$ cat config.mk
export PLATFORM = sky130hd
export DESIGN_NAME = spim_top
export DESIGN_NICKNAME = d
export VERILOG_FILES = /design/src/rtl/spim_pkg.sv /design/src/rtl/spim_clkgen.sv /design/src/rtl/spim_shifter.sv /design/src/rtl/spim_regs.sv /design/src/rtl/spim_portdrv.sv /design/src/rtl/spim_top.sv
export SDC_FILE = /design/constraint.sdc
export NUM_CORES = 1
export LEC_CHECK = 0
export ABC_AREA = 1
export BUFFER_PORTS_ARGS = -buffer_cell sky130_fd_sc_hd__buf_4
export CELL_PAD_IN_SITES_DETAIL_PLACEMENT = 2
export CELL_PAD_IN_SITES_GLOBAL_PLACEMENT = 2
export CORE_MARGIN = 8
export CORE_UTILIZATION = 32
export CTS_CLUSTER_SIZE = 40
export DETAILED_ROUTE_END_ITERATION = 16
export PLACE_DENSITY_LB_ADDON = 0.08
export SLEW_MARGIN = 20
export SYNTH_ARGS = -nofsm -noshare
export SYNTH_HDL_FRONTEND = slang
export SYNTH_SLANG_ARGS = --single-unit
export TNS_END_PERCENT = 5
$ cat constraint.sdc
create_clock -name clk -period 2.45 [get_ports clk]
set_clock_uncertainty 0.15 [all_clocks]
set_input_delay 0.49 -clock clk [delete_from_list [all_inputs] [get_ports clk]]
set_output_delay 0.49 -clock clk [all_outputs]
set_load 0.03 [all_outputs]
$ cat src/rtl/spim_pkg.sv
package spim_pkg;

   localparam int CFG_W   = 16;
   localparam int PRESC_W = 8;

   typedef struct packed {
      logic               route_int;
      logic               irq_en;
      logic               enable;
      logic               stream;
      logic               same_edge;
      logic               sck_inv;
      logic               cs_high;
      logic               lsb_first;
      logic [PRESC_W-1:0] presc;
   } spim_cfg_t;

   typedef enum logic [1:0] {
      ST_IDLE  = 2'd0,
      ST_SETUP = 2'd1,
      ST_SHIFT = 2'd2,
      ST_HOLD  = 2'd3
   } spim_state_e;

   // terminal count of the half-period counter: a zero prescaler acts as one
   function automatic logic [PRESC_W-1:0] half_limit(input logic [PRESC_W-1:0] p);
      return (p == '0) ? PRESC_W'(1) : p;
   endfunction

endpackage

$ cat src/rtl/spim_clkgen.sv
module spim_clkgen
   import spim_pkg::*;
(
   input  logic               clk,
   input  logic               rst_n,
   input  logic               run,
   input  logic [PRESC_W-1:0] limit,
   output logic               tick
);

   logic [PRESC_W-1:0] cnt_q;

   assign tick = run && (cnt_q == limit);

   always_ff @(posedge clk or negedge rst_n) begin
      if (!rst_n)
         cnt_q <= '0;
      else if (!run || tick)
         cnt_q <= '0;
      else
         cnt_q <= cnt_q + 1'b1;
   end

endmodule

$ cat src/rtl/spim_shifter.sv
module spim_shifter #(
   parameter int DATA_W = 8
) (
   input  logic              clk,
   input  logic              rst_n,
   input  logic              load,
   input  logic [DATA_W-1:0] load_data,
   input  logic              lsb_first,
   input  logic              advance,
   input  logic              sample,
   input  logic              miso,
   output logic              mosi,
   output logic [DATA_W-1:0] rx_data
);

   logic [DATA_W-1:0] tx_q;
   logic [DATA_W-1:0] rx_q;

   assign mosi    = lsb_first ? tx_q[0] : tx_q[DATA_W-1];
   assign rx_data = rx_q;

   always_ff @(posedge clk or negedge rst_n) begin
      if (!rst_n)
         tx_q <= '0;
      else if (load)
         tx_q <= load_data;
      else if (advance)
         tx_q <= lsb_first ? (tx_q >> 1) : (tx_q << 1);
   end

   always_ff @(posedge clk or negedge rst_n) begin
      if (!rst_n)
         rx_q <= '0;
      else if (sample)
         rx_q <= lsb_first ? {miso, rx_q[DATA_W-1:1]} : {rx_q[DATA_W-2:0], miso};
   end

endmodule

$ cat src/rtl/spim_regs.sv
module spim_regs
   import spim_pkg::*;
#(
   parameter int PRESC_RST = 2
) (
   input  logic             clk,
   input  logic             rst_n,
   input  logic             bus_wr,
   input  logic             bus_addr,
   input  logic [CFG_W-1:0] bus_wdata,
   input  logic             busy,
   output spim_cfg_t        cfg,
   output logic             cfg_wr,
   output logic             data_wr,
   output logic             cs_release,
   output logic             bus_wait
);

   localparam spim_cfg_t CFG_RST = spim_cfg_t'({8'h00, PRESC_W'(PRESC_RST)});

   spim_cfg_t wcfg;
   spim_cfg_t cfg_q;

   assign wcfg       = spim_cfg_t'(bus_wdata);
   assign bus_wait   = bus_wr && busy;
   assign cfg_wr     = bus_wr && !busy && !bus_addr;
   assign data_wr    = bus_wr && !busy && bus_addr;
   assign cs_release = cfg_wr && (!wcfg.stream || !wcfg.enable);
   assign cfg        = cfg_q;

   always_ff @(posedge clk or negedge rst_n) begin
      if (!rst_n)
         cfg_q <= CFG_RST;
      else if (cfg_wr)
         cfg_q <= wcfg;
   end

endmodule

$ cat src/rtl/spim_portdrv.sv
module spim_portdrv (
   input  logic sel,
   input  logic sck_in,
   input  logic mosi_in,
   input  logic cs_in,
   input  logic sck_idle,
   input  logic cs_idle,
   output logic sck,
   output logic mosi,
   output logic cs
);

   assign sck  = sel ? sck_in  : sck_idle;
   assign mosi = sel ? mosi_in : 1'b0;
   assign cs   = sel ? cs_in   : cs_idle;

endmodule

$ cat src/rtl/spim_top.sv
module spim_top
   import spim_pkg::*;
#(
   parameter int DATA_W    = 8,
   parameter int PRESC_RST = 2
) (
   input  logic             clk,
   input  logic             rst_n,
   input  logic             bus_wr,
   input  logic             bus_addr,
   input  logic [CFG_W-1:0] bus_wdata,
   output logic [CFG_W-1:0] bus_rdata,
   output logic             bus_wait,
   output logic             irq,
   output logic             ext_sck,
   output logic             ext_mosi,
   output logic             ext_cs,
   input  logic             ext_miso,
   output logic             int_sck,
   output logic             int_mosi,
   output logic             int_cs,
   input  logic             int_miso
);

   localparam int              EDGE_W    = $clog2(2 * DATA_W);
   localparam logic [EDGE_W-1:0] EDGE_LAST = EDGE_W'(2 * DATA_W - 1);
   localparam int              PAD_W     = CFG_W - 1 - DATA_W;
   localparam int              NPORT     = 2;

   initial begin
      assert (DATA_W >= 2 && DATA_W <= CFG_W - 2);
      assert (PRESC_RST >= 0 && PRESC_RST < (1 << PRESC_W));
   end

   spim_cfg_t         cfg;
   logic              cfg_wr, data_wr, cs_release;
   logic              busy, tick;
   spim_state_e       state_q;
   logic [EDGE_W-1:0] edge_q;
   logic              sck_q, cs_q, irq_q;
   logic              leading, last_edge, sample, advance;
   logic              miso_sel, mosi_raw;
   logic              sck_pin, mosi_pin, cs_pin;
   logic [DATA_W-1:0] rx_data;
   logic [NPORT-1:0]  p_sck, p_mosi, p_cs;

   assign busy = (state_q != ST_IDLE);

   spim_regs #(.PRESC_RST(PRESC_RST)) u_regs (
      .clk        (clk),
      .rst_n      (rst_n),
      .bus_wr     (bus_wr),
      .bus_addr   (bus_addr),
      .bus_wdata  (bus_wdata),
      .busy       (busy),
      .cfg        (cfg),
      .cfg_wr     (cfg_wr),
      .data_wr    (data_wr),
      .cs_release (cs_release),
      .bus_wait   (bus_wait)
   );

   spim_clkgen u_clkgen (
      .clk   (clk),
      .rst_n (rst_n),
      .run   (busy),
      .limit (half_limit(cfg.presc)),
      .tick  (tick)
   );

   assign leading   = !edge_q[0];
   assign last_edge = (edge_q == EDGE_LAST);
   assign sample    = (state_q == ST_SHIFT) && tick && (leading ^ cfg.same_edge);
   assign advance   = (state_q == ST_SHIFT) && tick && !leading && !last_edge;

   spim_shifter #(.DATA_W(DATA_W)) u_shift (
      .clk       (clk),
      .rst_n     (rst_n),
      .load      (data_wr && cfg.enable),
      .load_data (bus_wdata[DATA_W-1:0]),
      .lsb_first (cfg.lsb_first),
      .advance   (advance),
      .sample    (sample),
      .miso      (miso_sel),
      .mosi      (mosi_raw),
      .rx_data   (rx_data)
   );

   always_ff @(posedge clk or negedge rst_n) begin
      if (!rst_n) begin
         state_q <= ST_IDLE;
         edge_q  <= '0;
         sck_q   <= 1'b0;
         cs_q    <= 1'b0;
         irq_q   <= 1'b0;
      end else begin
         irq_q <= 1'b0;
         case (state_q)
            ST_IDLE: begin
               if (data_wr && cfg.enable) begin
                  state_q <= ST_SETUP;
                  cs_q    <= 1'b1;
                  edge_q  <= '0;
               end else if (cs_release) begin
                  cs_q <= 1'b0;
               end
            end
            ST_SETUP: begin
               if (tick)
                  state_q <= ST_SHIFT;
            end
            ST_SHIFT: begin
               if (tick) begin
                  sck_q  <= ~sck_q;
                  edge_q <= edge_q + 1'b1;
                  if (last_edge)
                     state_q <= ST_HOLD;
               end
            end
            ST_HOLD: begin
               if (tick) begin
                  state_q <= ST_IDLE;
                  irq_q   <= cfg.irq_en;
                  if (!cfg.stream)
                     cs_q <= 1'b0;
               end
            end
            default: state_q <= ST_IDLE;
         endcase
      end
   end

   assign irq       = irq_q;
   assign sck_pin   = sck_q ^ cfg.sck_inv;
   assign cs_pin    = cs_q ^ ~cfg.cs_high;
   assign mosi_pin  = cs_q & mosi_raw;
   assign miso_sel  = cfg.route_int ? int_miso : ext_miso;

   // port 0 is the external pin set, port 1 the internal slave port
   for (genvar g = 0; g < NPORT; g++) begin : g_port
      spim_portdrv u_drv (
         .sel      (cfg.route_int == (g == 1)),
         .sck_in   (sck_pin),
         .mosi_in  (mosi_pin),
         .cs_in    (cs_pin),
         .sck_idle (cfg.sck_inv),
         .cs_idle  (~cfg.cs_high),
         .sck      (p_sck[g]),
         .mosi     (p_mosi[g]),
         .cs       (p_cs[g])
      );
   end

   assign ext_sck  = p_sck[0];
   assign ext_mosi = p_mosi[0];
   assign ext_cs   = p_cs[0];
   assign int_sck  = p_sck[1];
   assign int_mosi = p_mosi[1];
   assign int_cs   = p_cs[1];

   assign bus_rdata = bus_addr ? {busy, {PAD_W{1'b0}}, rx_data} : CFG_W'(cfg);

endmodule

Word-level counts from Yosys, hierarchy flattened
Cells that the tools add are included.
{"block": "word_totals", "reg_bits": 49, "latchBits": 0, "ramBits": 0, "rom_bits": 0, "inputBits": 22, "out_inout_bits": 24, "elab_cells": 97, "n_memories": 0}
{"block": "classes", "addsub": 2, "mul": 0, "div": 0, "n_lt_le_gt_ge": 0, "eq_ne": 12, "shift": 0, "n_mux": 31, "bitwise": 6, "n_reduce_logical": 29}
{"op": "$mux 8", "n": 6}
{"op": "$mux 16", "n": 1}
{"op": "$mux 1", "n": 14}
{"op": "$logic_and 1x1->1", "n": 11}
{"op": "$mux 2", "n": 5}
{"op": "$ne 2x2->1 const B", "n": 5}
{"op": "$add 8x1->8 const B", "n": 1}
{"op": "$eq 8x8->1", "n": 1}
{"op": "$logic_not 8->1", "n": 1}
{"op": "$mux 4", "n": 2}
{"op": "$pmux 2 s4", "n": 1}
{"op": "$pmux 4 s2", "n": 1}
{"op": "$reduce_bool 2->1", "n": 4}
{"op": "$logic_not 1->1", "n": 6}
{"op": "$reduce_and 5->1", "n": 1}
{"op": "$add 4x1->4 const B", "n": 1}
{"op": "$eq 2x2->1 const B", "n": 2}
{"op": "$eq 4x4->1 const B", "n": 1}
{"op": "$reduce_and 4->1", "n": 1}
{"op": "$ne 3x2->1 const B", "n": 1}
{"op": "$reduce_and 3->1", "n": 1}
{"op": "$xor 1x1->1", "n": 3}
{"op": "$eq 2x1->1 const B", "n": 1}
{"op": "$logic_not 2->1", "n": 1}
{"op": "other kinds (6)", "n": 8}

Longest topological paths before layout
{"block": "depth", "word_depth": 9, "mapped_depth": 12, "ltp_nobuf": 12}

By module
A second synthesis with hierarchy kept.
{"block": "hier_totals", "cells_unflattened": 421, "area_unflattened_um2": 2999.1}
{"module": "spim_shifter", "n_inst": 1, "cells_per_inst": 118, "area_per_inst_um2": 873.3, "seq_area_each_um2": 400.4}
{"module": "spim_top", "n_inst": 1, "cells_per_inst": 136, "area_per_inst_um2": 828.3, "seq_area_each_um2": 225.2}
{"module": "spim_regs", "n_inst": 1, "cells_per_inst": 78, "area_per_inst_um2": 715.7, "seq_area_each_um2": 401.6}
{"module": "spim_clkgen", "n_inst": 1, "cells_per_inst": 71, "area_per_inst_um2": 514.2, "seq_area_each_um2": 200.2}
{"module": "spim_portdrv", "n_inst": 2, "cells_per_inst": 9, "area_per_inst_um2": 33.8, "seq_area_each_um2": 0.0}

Least setup slack after synthesis
Ideal clock, no wire load.
{"block": "synth_path", "path_type": "register to output", "startpoint": "register state_q[0]", "endpoint": "output port bus_rdata[15]", "arrival_time_ns": 1.478, "setup_slack_ns": 0.332, "stages_incl_launch_ff": 5, "path_buffers": 1, "path_cell_list": "dfrtp_1 -> inv_1 -> ha_1 -> buf_4 -> o21ai_0"}
{"block": "synth_between", "elab_chain_len": 2}
{"element": "start: declaration", "line_no": "spim_top.sv:38", "text": "spim_state_e state_q;"}
{"element": "start signal: assignment", "line_no": "spim_top.sv:91", "text": "state_q <= ST_IDLE;"}
{"element": "start signal: assignment", "line_no": "spim_top.sv:101", "text": "state_q <= ST_SETUP;"}
{"element": "start signal: assignment", "line_no": "spim_top.sv:110", "text": "state_q <= ST_SHIFT;"}
{"element": "$reduce_bool 2->1", "line_no": "spim_top.sv:47", "text": "assign busy = (state_q != ST_IDLE);"}
{"element": "$mux 16", "line_no": "spim_top.sv:161", "text": "assign bus_rdata = bus_addr ? {busy, {PAD_W{1'b0}}, rx_data} : CFG_W'(cfg);"}
{"element": "end: declaration", "line_no": "spim_top.sv:12", "text": "output logic [CFG_W-1:0] bus_rdata,"}
Every way passes these cells.

Final worst setup path
Ends and elaborated chain as after synthesis.

==> summary by stage <==
Outcome
The flow ran to the end, and the final reports show no timing, DRC or antenna violations.

Timing
At the pin with the least slew margin, the transition time is around 0.67 ns. After routing, the total negative slack on setup checks comes to 0 ns. The max-slew violation count is 0. Measured against its own limit, the worst slew margin works out to 0.554. Final hold analysis gives a worst-case slack of between 0.04 and 0.05 ns. The achievable frequency is ~0.43 GHz.

The worst path meets setup with between 0.1 and 0.15 ns of slack. The final count of hold timing violations is 0. Subtracting the final worst setup slack from the clock period gives 2.35 ns. Setup violations remaining at the end of the flow were counted as 0.

The share of the cycle needed by the critical path after routing is 0.958. Setup repair after global routing left no endpoint under its margin.

Setup path
The peak fanout along the critical path is 7. At the worst endpoint, the arrival time is about 1.7 ns. The cell type with the highest occurrence count on the critical path is sky130_fd_sc_hd__buf_4. At the worst endpoint, the required time is about 1.8 ns. STA classifies the critical path startpoint as a register. The nature of the critical path endpoint is an output port. The critical path goes through inv_1 > ha_1 > buf_4 > o21ai_0 > buf_4. The delay of the slowest critical-path stage is about 0.43 ns. The worst-path cell with the longest stage delay is sky130_fd_sc_hd__dfrtp_1. The type of the worst setup path is reg2out.

Die
For this design the top-level I/O count stands at 46. The site row count is 34. The effective utilization at floorplan is 0.329. The area of the die is 12200 µm². After floorplanning, the core was sized to cover 8680 µm².

The vertical extent of the die is between 100 and 150 µm. The die is 111 µm wide.

Drt
The DRC violation total after the first TritonRoute iteration is 42. The detail-routed net length per standard cell is 17.3 µm. In the routed layout, each cell is associated on average with a via count of around 5.1. The residual DRC count is 0.

For this run, the detailed router's first-pass iteration total came to 4. The count of antenna-violating nets left after detailed routing is 0. For this block, the routed nets add up to ~9.4 mm of wire. The routed layout has roughly 2800 vias.

Global routing
The sum of overflow across all layers after global routing is 0. The number of antenna violations at the first check in global routing is 0. In the global route stage, overall resource usage came out at 0.157. Entering global routing, the biggest net connects 50 pins. The wire length of the first global-routing pass is approximately 16 mm. The via count of the first global-routing pass is 3070.

Placement
The global placer's final weighted congestion is approximately 0.82. At the placement stage, the worst setup path has a slack of about 0.38 ns. The HPWL reported at the end of detailed placement is slightly above 7 mm. The number of port buffers is 45. The count of placed standard cells including taps is approximately 540.

Clocking
After clock tree synthesis, the flow added hold-fix buffers numbering 0. The number of buffers added by the clock tree synthesis step is 5. The maximum count of clock buffers along a single path is 2. The count of instances resized after the clock tree is built is 0.

For this design, the sink count on the clock tree is between 40 and 50. The CTS clock-pin slew for the worst setup and hold paths is 0.10 ns. The H-tree was split into 2 levels. Post-CTS timing repair inserted 0 buffers for setup.

TritonCTS built the clock tree. The clock latency on the worst-skew pair is 0.30 ns. The clock root buffer is sky130_fd_sc_hd__clkbuf_8.

Pwr
The maximum vdd ir drop is between 0.6 and 0.7 mV. The share of total power dissipated in the clock network is 0.118. Of the total power, combinational logic draws 0.531. Summed over all nets, the switching power comes to slightly above 2000 µW. The cell-internal power is ~2000 µW. Dividing total power by cell area gives a power density of 1190 nW/µm².

The completed layout was analyzed and its total power is 4050 µW. The leakage dissipation is 0.00169 µW. Of the total power, registers draw 0.350. Of the total power, the share spent switching nets is 0.497.

Run
The number of max-cap violations is 0.

Synth
The cell count after synthesis is ~390. The number of different library cells in the post-synthesis netlist is 32. By area the synthesized netlist is led by sky130_fd_sc_hd__dfrtp_1, sky130_fd_sc_hd__nand2_1, sky130_fd_sc_hd__o21ai_0. The most instantiated library cell after synthesis is sky130_fd_sc_hd__nand2_1. The number of flops mapped to enable cells by yosys is 0. Sorting the synthesized cells by how often they occur yields sky130_fd_sc_hd__nand2_1, sky130_fd_sc_hd__dfrtp_1, sky130_fd_sc_hd__nor2_1.

The share of synthesized area in the top cell type comes to 0.420. The biggest area contributor in the post-synthesis netlist is sky130_fd_sc_hd__dfrtp_1. The synthesized area per cell is 7.31 µm². In the synthesized netlist the dominant register cell turns out to be sky130_fd_sc_hd__dfrtp_1.

The netlist area before placement is about 2900 µm². The warning count from the yosys run is 0. When the netlist entered floorplanning its net count stood at 419. The share of the Yosys chip area taken by registers is 0.430. The share of synthesized registers carrying an async set or reset is 1.00. The number of storage elements in the synthesis netlist is between 40 and 50.

Worst hold path
The path class of the tightest hold or removal check is in2async.

Cells and area
The number of fill cells is approximately 1100. The repair_antennas step left the layout with diodes totalling 0. The count of non-filler cells in the finished layout is 545. The final layout net count is 464. The share of final-layout standard cells stronger than drive strength 1 is 0.165. The area growth from synthesis to layout is 19.1%.
per-stage QoR:
step                utilization  instance area, µm²
floorplan                     -                2860
global placement          0.383                3320
detailed placement        0.383                3320
CTS                       0.392                3400
global route              0.392                3400
finish                    0.392                3400
registers in the layout, summed over array words and instances (netlist names):
| register | cells |
|---|---|
| cs_q | 1 |
| edge_q | 4 |
| state_q | 2 |
| irq | 1 |
| u_regs.cfg | 16 |
| sck_q | 1 |
| u_shift.tx_q | 8 |
| u_clkgen.cnt_q | 8 |
| u_shift.rx_data | 8 |
worst paths after layout:
check,from,end,slack (ns),cells after the start
max,state_q[0],bus_rdata[15],0.10,5
min,rst_n,u_clkgen.cnt_q[2],0.04,1
max reg2reg,state_q[0],state_q[0],0.34,9
min reg2reg,sck_q,sck_q,0.36,1
max in group asynchronous,rst_n,u_shift.rx_data[7],1.63,1
min in group clk,bus_wdata[10],u_regs.cfg[10],0.24,3
power by group through the flow:
stage | registers (µW) | clock network (µW) | logic [µW]
global placement | 1420 | 0 | 2110
floorplan | 1290 | 0 | 1520
CTS | 1430 | 506 | 2200
finish | 1420 | 479 | 2150
global route | 1460 | 541 | 2420
detailed placement | 1440 | 0 | 2180
layer usage:
metal / vias to the layer above / global-route usage / share of wire
li1: 1349 / - / -
met1: 1381 / 0.194 / 0.46
met2: 39 / 0.272 / 0.50
met3: 10 / 0.0287 / 0.027
met4: 0 / 0.0405 / 0.013
met5: - / 0 / 0
cells by family (layout without fill, tap and decap cells):
logic type,Yosys count,after routing,share of synthesized area
flops,49,49,0.430
xor+xnor,8,8,0.0245
buf+inv,49,95,0.0670
simple gates,225,225,0.346
fa+ha+maj,6,6,0.0263
compound gates,53,53,0.103
mux,1,1,0.00350
placed cells by master, fill, tap and decap left out, types with 2 or more instances in the layout:
master	n
sky130_fd_sc_hd__o21ai_1	3
sky130_fd_sc_hd__buf_4	51
sky130_fd_sc_hd__clkbuf_1	2
sky130_fd_sc_hd__o21ai_0	37
sky130_fd_sc_hd__o211ai_1	2
sky130_fd_sc_hd__inv_1	31
sky130_fd_sc_hd__nor2_4	3
sky130_fd_sc_hd__dfrtp_1	48
sky130_fd_sc_hd__a21oi_1	5
sky130_fd_sc_hd__nor2_1	38
sky130_fd_sc_hd__xnor2_1	4
sky130_fd_sc_hd__nand3_2	2
sky130_fd_sc_hd__nor3_1	4
sky130_fd_sc_hd__ha_1	6
sky130_fd_sc_hd__clkinv_1	2
sky130_fd_sc_hd__nor3b_1	2
sky130_fd_sc_hd__clkbuf_8	5
sky130_fd_sc_hd__inv_2	3
sky130_fd_sc_hd__nand2_1	137
sky130_fd_sc_hd__nand3_1	22
sky130_fd_sc_hd__xor2_1	4
sky130_fd_sc_hd__o31ai_1	5
sky130_fd_sc_hd__nand4_1	11
critical path, delay by kind of cell, from the launching register on:
kind                       cells  cell delay, ns
DFF                            1            0.43
AOI/OAI and AO/OA              1            0.26
buffers and inverters          3            0.49
adders and majority gates      1            0.22
layout make-up:
class | instances | area, µm² | share of cell area
repair buffers | 51 | 383 | 0.113
inverters | 36 | 135 | 0.0397
clock buffers | 7 | 76.3 | 0.0224
clock inverters | 1 | 5.00 | 0.00147
multi-input cells | 293 | 1440 | 0.424
well taps | 108 | 135 | 0.0397
flip-flops and latches | 49 | 1230 | 0.361
(Power assumes the default switching activity.)
